## src/rtl/path_bip_pkg.sv

```systemverilog
package path_bip_pkg;

  // Per-cycle commands from control to datapath
  typedef struct packed {
    logic frameOpen;   // valid first byte of a frame
    logic foldByte;    // valid byte that enters the parity
    logic checkByte;   // valid parity byte with a prior parity to compare against
    logic latchCount;  // interval boundary
  } bipStrobe_t;

endpackage

```

## src/rtl/path_bip_ctrl.sv

```systemverilog
module path_bip_ctrl
  import path_bip_pkg::*;
(
  input  logic       clk,
  input  logic       rstN,
  input  logic       byteValid,
  input  logic       frameStart,
  input  logic       parityPos,
  input  logic       pmStrobe,
  output bipStrobe_t strb
);

  logic seenFrame;  // a frame start has been observed since reset
  logic havePrev;   // a completed frame's parity is held

  always_ff @(posedge clk) begin
    if (!rstN) begin
      seenFrame <= 1'b0;
      havePrev  <= 1'b0;
    end else if (byteValid && frameStart) begin
      havePrev  <= seenFrame;
      seenFrame <= 1'b1;
    end
  end

  always_comb begin
    strb.frameOpen  = byteValid & frameStart;
    strb.foldByte   = byteValid & ~parityPos;
    strb.checkByte  = byteValid & parityPos & havePrev;
    strb.latchCount = pmStrobe;
  end

endmodule

```

## src/rtl/path_bip_dp.sv

```systemverilog
module path_bip_dp
  import path_bip_pkg::*;
#(
  parameter int DATA_W = 8,
  parameter int CNT_W  = 16
) (
  input  logic              clk,
  input  logic              rstN,
  input  bipStrobe_t        strb,
  input  logic [DATA_W-1:0] byteData,
  input  logic              blockMode,
  input  logic              satMode,
  output logic [CNT_W-1:0]  runCount
);

  localparam int INC_W = $clog2(DATA_W + 1);

  logic [DATA_W-1:0] accParity;
  logic [DATA_W-1:0] prevParity;
  logic [DATA_W-1:0] foldVal;
  logic [DATA_W-1:0] mismatch;
  logic [INC_W-1:0]  popCnt;
  logic [INC_W-1:0]  incVal;
  logic [CNT_W:0]    sumWide;
  logic [CNT_W-1:0]  nextCount;

  assign foldVal  = strb.foldByte ? byteData : '0;
  assign mismatch = byteData ^ prevParity;

  always_ff @(posedge clk) begin
    if (!rstN) begin
      accParity  <= '0;
      prevParity <= '0;
    end else if (strb.frameOpen) begin
      prevParity <= accParity;
      accParity  <= foldVal;
    end else begin
      accParity  <= accParity ^ foldVal;
    end
  end

  always_comb begin
    popCnt = '0;
    for (int i = 0; i < DATA_W; i++) begin
      popCnt = popCnt + INC_W'(mismatch[i]);
    end
  end

  always_comb begin
    if (!strb.checkByte)  incVal = '0;
    else if (blockMode)   incVal = INC_W'(|mismatch);
    else                  incVal = popCnt;
  end

  assign sumWide = {1'b0, runCount} + {{(CNT_W + 1 - INC_W){1'b0}}, incVal};

  always_comb begin
    if (strb.latchCount)          nextCount = {{(CNT_W - INC_W){1'b0}}, incVal};
    else if (sumWide[CNT_W] && satMode) nextCount = '1;
    else                          nextCount = sumWide[CNT_W-1:0];
  end

  always_ff @(posedge clk) begin
    if (!rstN) runCount <= '0;
    else       runCount <= nextCount;
  end

endmodule

```

## src/rtl/path_bip_monitor.sv

```systemverilog
module path_bip_monitor
  import path_bip_pkg::*;
#(
  parameter int DATA_W = 8,
  parameter int CNT_W  = 16
) (
  input  logic              clk,
  input  logic              rstN,
  input  logic              byteValid,
  input  logic [DATA_W-1:0] byteData,
  input  logic              frameStart,
  input  logic              parityPos,
  input  logic              pmStrobe,
  input  logic              blockMode,
  input  logic              satMode,
  output logic [CNT_W-1:0]  errCount
);

  bipStrobe_t       strb;
  logic [CNT_W-1:0] runCount;

  path_bip_ctrl u_ctrl (
    .clk        (clk),
    .rstN       (rstN),
    .byteValid  (byteValid),
    .frameStart (frameStart),
    .parityPos  (parityPos),
    .pmStrobe   (pmStrobe),
    .strb       (strb)
  );

  path_bip_dp #(.DATA_W(DATA_W), .CNT_W(CNT_W)) u_dp (
    .clk       (clk),
    .rstN      (rstN),
    .strb      (strb),
    .byteData  (byteData),
    .blockMode (blockMode),
    .satMode   (satMode),
    .runCount  (runCount)
  );

  always_ff @(posedge clk) begin
    if (!rstN)                errCount <= '0;
    else if (strb.latchCount) errCount <= runCount;
  end

endmodule

```

## config.mk

```make
export PLATFORM = sky130hd
export DESIGN_NAME = path_bip_monitor
export DESIGN_NICKNAME = d
export VERILOG_FILES = /design/src/rtl/path_bip_pkg.sv /design/src/rtl/path_bip_ctrl.sv /design/src/rtl/path_bip_dp.sv /design/src/rtl/path_bip_monitor.sv
export SDC_FILE = /design/constraint.sdc
export NUM_CORES = 1
export LEC_CHECK = 0
export ABC_CLOCK_PERIOD_IN_PS = 5200
export BUFFER_PORTS_ARGS = -buffer_cell sky130_fd_sc_hd__buf_2
export CORE_MARGIN = 2
export CORE_UTILIZATION = 57
export DETAILED_ROUTE_END_ITERATION = 6
export GPL_ROUTABILITY_DRIVEN = 0
export GPL_TIMING_DRIVEN = 0
export HOLD_SLACK_MARGIN = 0.12
export PLACE_DENSITY = 0.79
export SETUP_SLACK_MARGIN = 0.15
export SYNTH_ARGS = -nofsm -noshare
export SYNTH_HDL_FRONTEND = slang
export SYNTH_SLANG_ARGS = --single-unit
```

## constraint.sdc

```tcl
create_clock -name clk -period 5.2 [get_ports clk]
set_input_delay 0.26 -clock clk [delete_from_list [all_inputs] [get_ports clk]]
set_output_delay 0.26 -clock clk [all_outputs]
set_load 0.1 [all_outputs]
```

Word-level counts from Yosys, hierarchy flattened
Cells that the tools add are included.
{"block": "op_classes", "reduce_logical": 4, "n_addsub": 8, "muxes": 6, "bitwise": 8}
{"op": "$add 4x1->4", "count": 6}
{"op": "$add 16x4->17", "count": 1}
{"op": "$mux 16", "count": 1}
{"op": "$mux 8", "count": 2}
{"op": "$xor 8x8->8", "count": 2}
{"op": "$mux 4", "count": 3}
{"op": "$reduce_or 8->1", "count": 1}
{"op": "$and 1x1->1", "count": 4}
{"op": "$add 1x1->2", "count": 1}
{"op": "$logic_and 1x1->1", "count": 2}
{"op": "$not 1->1", "count": 2}
{"op": "$reduce_or 2->1", "count": 1}
{"block": "word_totals", "output_inout_bits": 16, "register_bits": 50, "in_bits": 16}

Logic depth before layout (Yosys ltp)
{"block": "logic_depth", "ltp_word": 14, "ltp_mapped": 16, "depth_no_buf": 15}

Cells and area by module
A second synthesis with hierarchy kept.
{"block": "unflattened", "cells_unflattened": 258, "area_unflattened_um2": 2522.4}
{"mod": "path_bip_dp", "n_inst": 1, "seq_area_each_um2": 640.6, "cells_each": 197, "area_each_um2": 1815.5}
{"mod": "path_bip_monitor", "n_inst": 1, "seq_area_each_um2": 320.3, "cells_each": 51, "area_each_um2": 615.6}
{"mod": "path_bip_ctrl", "n_inst": 1, "seq_area_each_um2": 40.0, "cells_each": 10, "area_each_um2": 91.3}

Least setup slack after synthesis
No wires, ideal clock.
{"block": "synth_timing", "path_type": "reg2reg", "startpoint": "register u_dp.prevParity[0]", "endpoint": "register u_dp.runCount[10]", "required_time_ns": 5.126, "arrival_ns": 4.459, "synth_period_minus_slack_ns": 4.533, "setup_ns": 0.074, "slack_ns": 0.667, "path_stages_with_launch": 15, "path_buffers": 1, "path_cell_list": "dfxtp_1 xor2_1 ha_1 fa_1 inv_1 fa_1 fa_1 fa_1 or2_2 fa_1 nand2b_1 a21oi_2 nand3_1 clkbuf_1 a31oi_1"}
{"block": "synth_via", "elab_chain_len": 13, "elab_cells_between_ends": 14}
{"item": "start, declared", "line": "path_bip_dp.sv:19", "rtl": "logic [DATA_W-1:0] prevParity;"}
{"item": "start signal, assigned", "line": "path_bip_dp.sv:35", "rtl": "prevParity <= accParity;"}
{"item": "$xor 8x8->8 (*)", "line": "path_bip_dp.sv:28", "rtl": "assign mismatch = byteData ^ prevParity;"}
{"item": "$add 1x1->2", "line": "path_bip_dp.sv:45", "rtl": "popCnt = popCnt + INC_W'(mismatch[i]);"}
{"item": "$add 4x1->4 (6 in a row)", "line": "path_bip_dp.sv:45"}
{"item": "$mux 4 (*)", "line": "path_bip_dp.sv:51", "rtl": "else if (blockMode) incVal = INC_W'(|mismatch);"}
{"item": "$mux 4 (*)", "line": "path_bip_dp.sv:50", "rtl": "if (!strb.checkByte) incVal = '0;"}
{"item": "$add 16x4->17 (*)", "line": "path_bip_dp.sv:55", "rtl": "assign sumWide = {1'b0, runCount} + {{(CNT_W + 1 - INC_W){1'b0}}, incVal};"}
{"item": "$logic_and 1x1->1", "line": "path_bip_dp.sv:59", "rtl": "else if (sumWide[CNT_W] && satMode) nextCount = '1;"}
{"item": "$mux 16 (*)", "line": "path_bip_dp.sv:59"}
{"item": "end signal, assigned", "line": "path_bip_dp.sv:65", "rtl": "else runCount <= nextCount;"}
{"item": "end, declared", "line": "path_bip_dp.sv:13", "rtl": "output logic [CNT_W-1:0] runCount"}
Every way passes the cells marked *; elsewhere a longest branch is shown, timed or not.
A chain may end at the register's enable or synchronous reset.

Worst setup path in the final report
{"block": "layout_timing", "startpoint": "register u_dp.prevParity[1]", "endpoint": "register u_dp.runCount[10]"}
The elaborated chain is that of the path after synthesis.

==> summary.txt <==
Outcome
  • Status: complete, no violations

Setup path
  • Worst endpoint data arrival time: 5.07 ns
  • Worst setup SP type: flop
  • Critical path capture point type: flop
  • Critical Path RT: roughly 5.4 ns
  • Crit. path cell count: 14
  • CP Cell Sequence: xor2_1, ha_1, fa_1, inv_1, fa_1, fa_1, fa_1, or2_2, fa_1, nand2b_1, a21oi_4, nand3_2, buf_2, a31oi_1
  • Crit path max fanout: 10
  • Crit path max-delay cell type: fa_1
  • Reg2reg path depth: 14
  • Crit Path Class: reg2reg
  • Crit-path leading delay family: adder cells
  • Slowest stage delay, CP: 0.54 ns
  • WP buf/inv: 2
  • Crit-path most repeated cell: fa_1

GRT
  • Largest net degree at the start of global routing: 14
  • Initial antenna violation count: 0
  • First-pass GRT wire length: roughly 9200 um
  • Overall Global Routing Usage: 23.1%
  • Global route total overflow: 0
  • Vias in the first global route: around 2000

Floorplan
  • Initial Util: a little under 60%
  • Io pins: 32
  • Die area: approximately 5000 sq um
  • Die H: 70.7 um
  • Chip width: 70.7 um
  • Core footprint: ~4300 sq um
  • Rows: 24

Clock tree
  • H-tree depth: 2
  • Total CTS buffers: 5
  • Root buf cell: clkbuf_8
  • TritonCTS Sinks: 50
  • CTS tree: done
  • Cts hold-fix bufs: 0
  • Clk pin slew, worst setup/hold paths: around 0.08 ns
  • Clk_lat worst skew: roughly 0.31 ns
  • Clock buffer depth: 2

Detailed routing
  • Final antenna-violating net count: 0
  • Drt via density: 5.62
  • Post-Route WL: 5660 um
  • 1st-pass router iterations: 4
  • DR iter-0 viols: just over 90
  • Via count: around 2200
  • # DRC: 0
  • WL/cell: approximately 15 um

Final layout
  • Design area: between 2000 and 3000 sq um
  • Final Util: about two thirds
  • # diodes: 0
  • Most frequent cells in the layout: dfxtp_1, nand2_1, buf_2
  • Layout cells sized above 1: 17.8%
  • Area grow syn2layout: 13.4%
  • Post-layout nets: 361
  • Commonest non-fill, non-tap cell in the layout: dfxtp_1

Placement
  • Area after DPL: 2760 sq um
  • Port Buffers: 31
  • Post-DP HPWL: 3910 um

Yosys
  • Syn Inst Count: between 200 and 300
  • Synth Cell Area: around 2500 sq um
  • Mean Syn Cell Area: 8.68 sq um
  • Syn Nets: ~320
  • Unique cell type count in the Yosys netlist: ~40
  • FFs w/ async S/R, synth: 0%
  • Sequential-to-total area share from yosys stat: a little under 40%
  • Yosys reg bits: 50
  • Syn. warnings: 0
  • Number of flops mapped to enable cells by yosys: 0
  • Primary FF master, synth: dfxtp_1

Timing
  • Final period util: between 90% and 100%
  • Final Hold Viols: 0
  • Max transition margin: about three fifths
  • Worst Skew: roughly 0.0072 ns
  • Tightest Pin Transition: between 0.5 and 0.6 ns
  • RSZ-0062 raised after global routing: no
  • TNS Setup: 0 ns
  • Setup Viol. Count Final: 0
  • Final Critical Period: between 4 and 5 ns
  • F_max: just over 0.2 GHz
  • Max-slew violations: 0

Job
  • MaxCap Viol Count: 0

Hold path
  • Hold path cells: 3
  • HP Class: in2reg

Pwr
  • P_leak: roughly 1.2 nW
  • Power Density: between 200 and 300 nW/um^2
  • Post-layout power: approximately 0.72 mW
  • Peak VDD IR: approximately 0.16 mV
## logic make-up (layout without fill, tap and decap cells)
group,Yosys count,after routing,synth area share [%]
simple gates,99,99,18.7
compound gates,63,63,14.9
flops,50,50,39.5
buf+inv,29,68,4.39
mux,24,24,9.87
xor+xnor,14,14,4.84
fa+ha+maj,13,13,7.90
## registers in the layout, indices dropped and copies added (netlist names)
name,count
errCount,16
u_ctrl.havePrev,1
u_ctrl.seenFrame,1
u_dp.accParity,8
u_dp.prevParity,8
u_dp.runCount,16
## synthesized netlist by cell type (2+ instances only)
library cell	count	area share (%)
nand2_1	39	5.8
fa_1	5	3.9
xor2_1	6	2.1
nand3_1	5	0.99
inv_1	16	2.4
o31ai_1	3	0.89
nor2_1	26	3.8
mux2_2	8	3.6
or4_1	3	0.89
buf_2	2	0.39
and3_1	3	0.74
nor2b_1	10	2.5
o21ai_0	15	3.0
a21o_1	2	0.59
ha_1	8	3.9
and2_1	2	0.49
a221oi_1	2	0.69
mux2i_1	16	6.3
and4b_1	2	0.79
dfxtp_1	50	39
xnor2_1	8	2.8
a311oi_1	2	0.69
a21oi_1	24	4.7
a211oi_1	2	0.59
a31oi_1	8	2.0
clkbuf_1	10	1.5
## report_power, final
group          switching, mW  total [mW]  internal (mW)
clock network          0.122       0.225          0.103
registers            0.00499       0.395          0.390
logic                 0.0611       0.101         0.0404
## stage by stage
step                      setup slack (ns)  cells  hold slack [ns]
after detailed placement            0.0945    375            0.459
after global routing                0.0567    383            0.223
after CTS                            0.190    381            0.223
after global placement               0.198    375            0.437
after floorplan                      0.667    292            0.398
final                                0.350    383            0.232
## worst reg2reg max path, stage by stage, from the launching register on
cell and delay (ns):
dfxtp_1 0.36, xor2_1 0.22, ha_1 0.29, fa_1 0.54, inv_1 0.06, fa_1 0.50
fa_1 0.48, fa_1 0.43, or2_2 0.33, fa_1 0.45, nand2b_1 0.25, a21oi_4 0.28
nand3_2 0.19, buf_2 0.24, a31oi_1 0.17
## layer usage
metal	wire, um	share of wire (%)	GRT usage (%)
met5	0	0	0
met4	74	1.3	8.39
met3	249	4.4	5.13
met2	2770	49	38.2
met1	2560	45	29.6
## what timing repair did
item / 4_1_cts / 5_1_grt
gates resized for setup: 1 / 7
setup endpoints to repair: 10 / 12
setup buffers: 0 / 2
pin swaps: 0 / 1
## area by class of cell
| cell class | instances | area, sq um |
|---|---|---|
| Tap cell | 52 | 65.1 |
| Clock buffer | 6 | 82.6 |
| Fill cell | 386 | 1450 |
| Sequential cell | 50 | 1000 |
| Inverter | 17 | 63.8 |
| Multi-Input combinational cell | 213 | 1440 |
| Buffer | 12 | 50.0 |
| Timing Repair Buffer | 33 | 170 |
## worst paths after layout
kind                       from                 to  slack (ns)
min                        rstN   u_dp.runCount[2]        0.23
max          u_dp.prevParity[1]  u_dp.runCount[10]        0.35
max reg2reg  u_dp.prevParity[1]  u_dp.runCount[10]        0.35
min reg2reg    u_ctrl.seenFrame    u_ctrl.havePrev        0.47
Note: power is estimated with default switching activity, not from simulation.
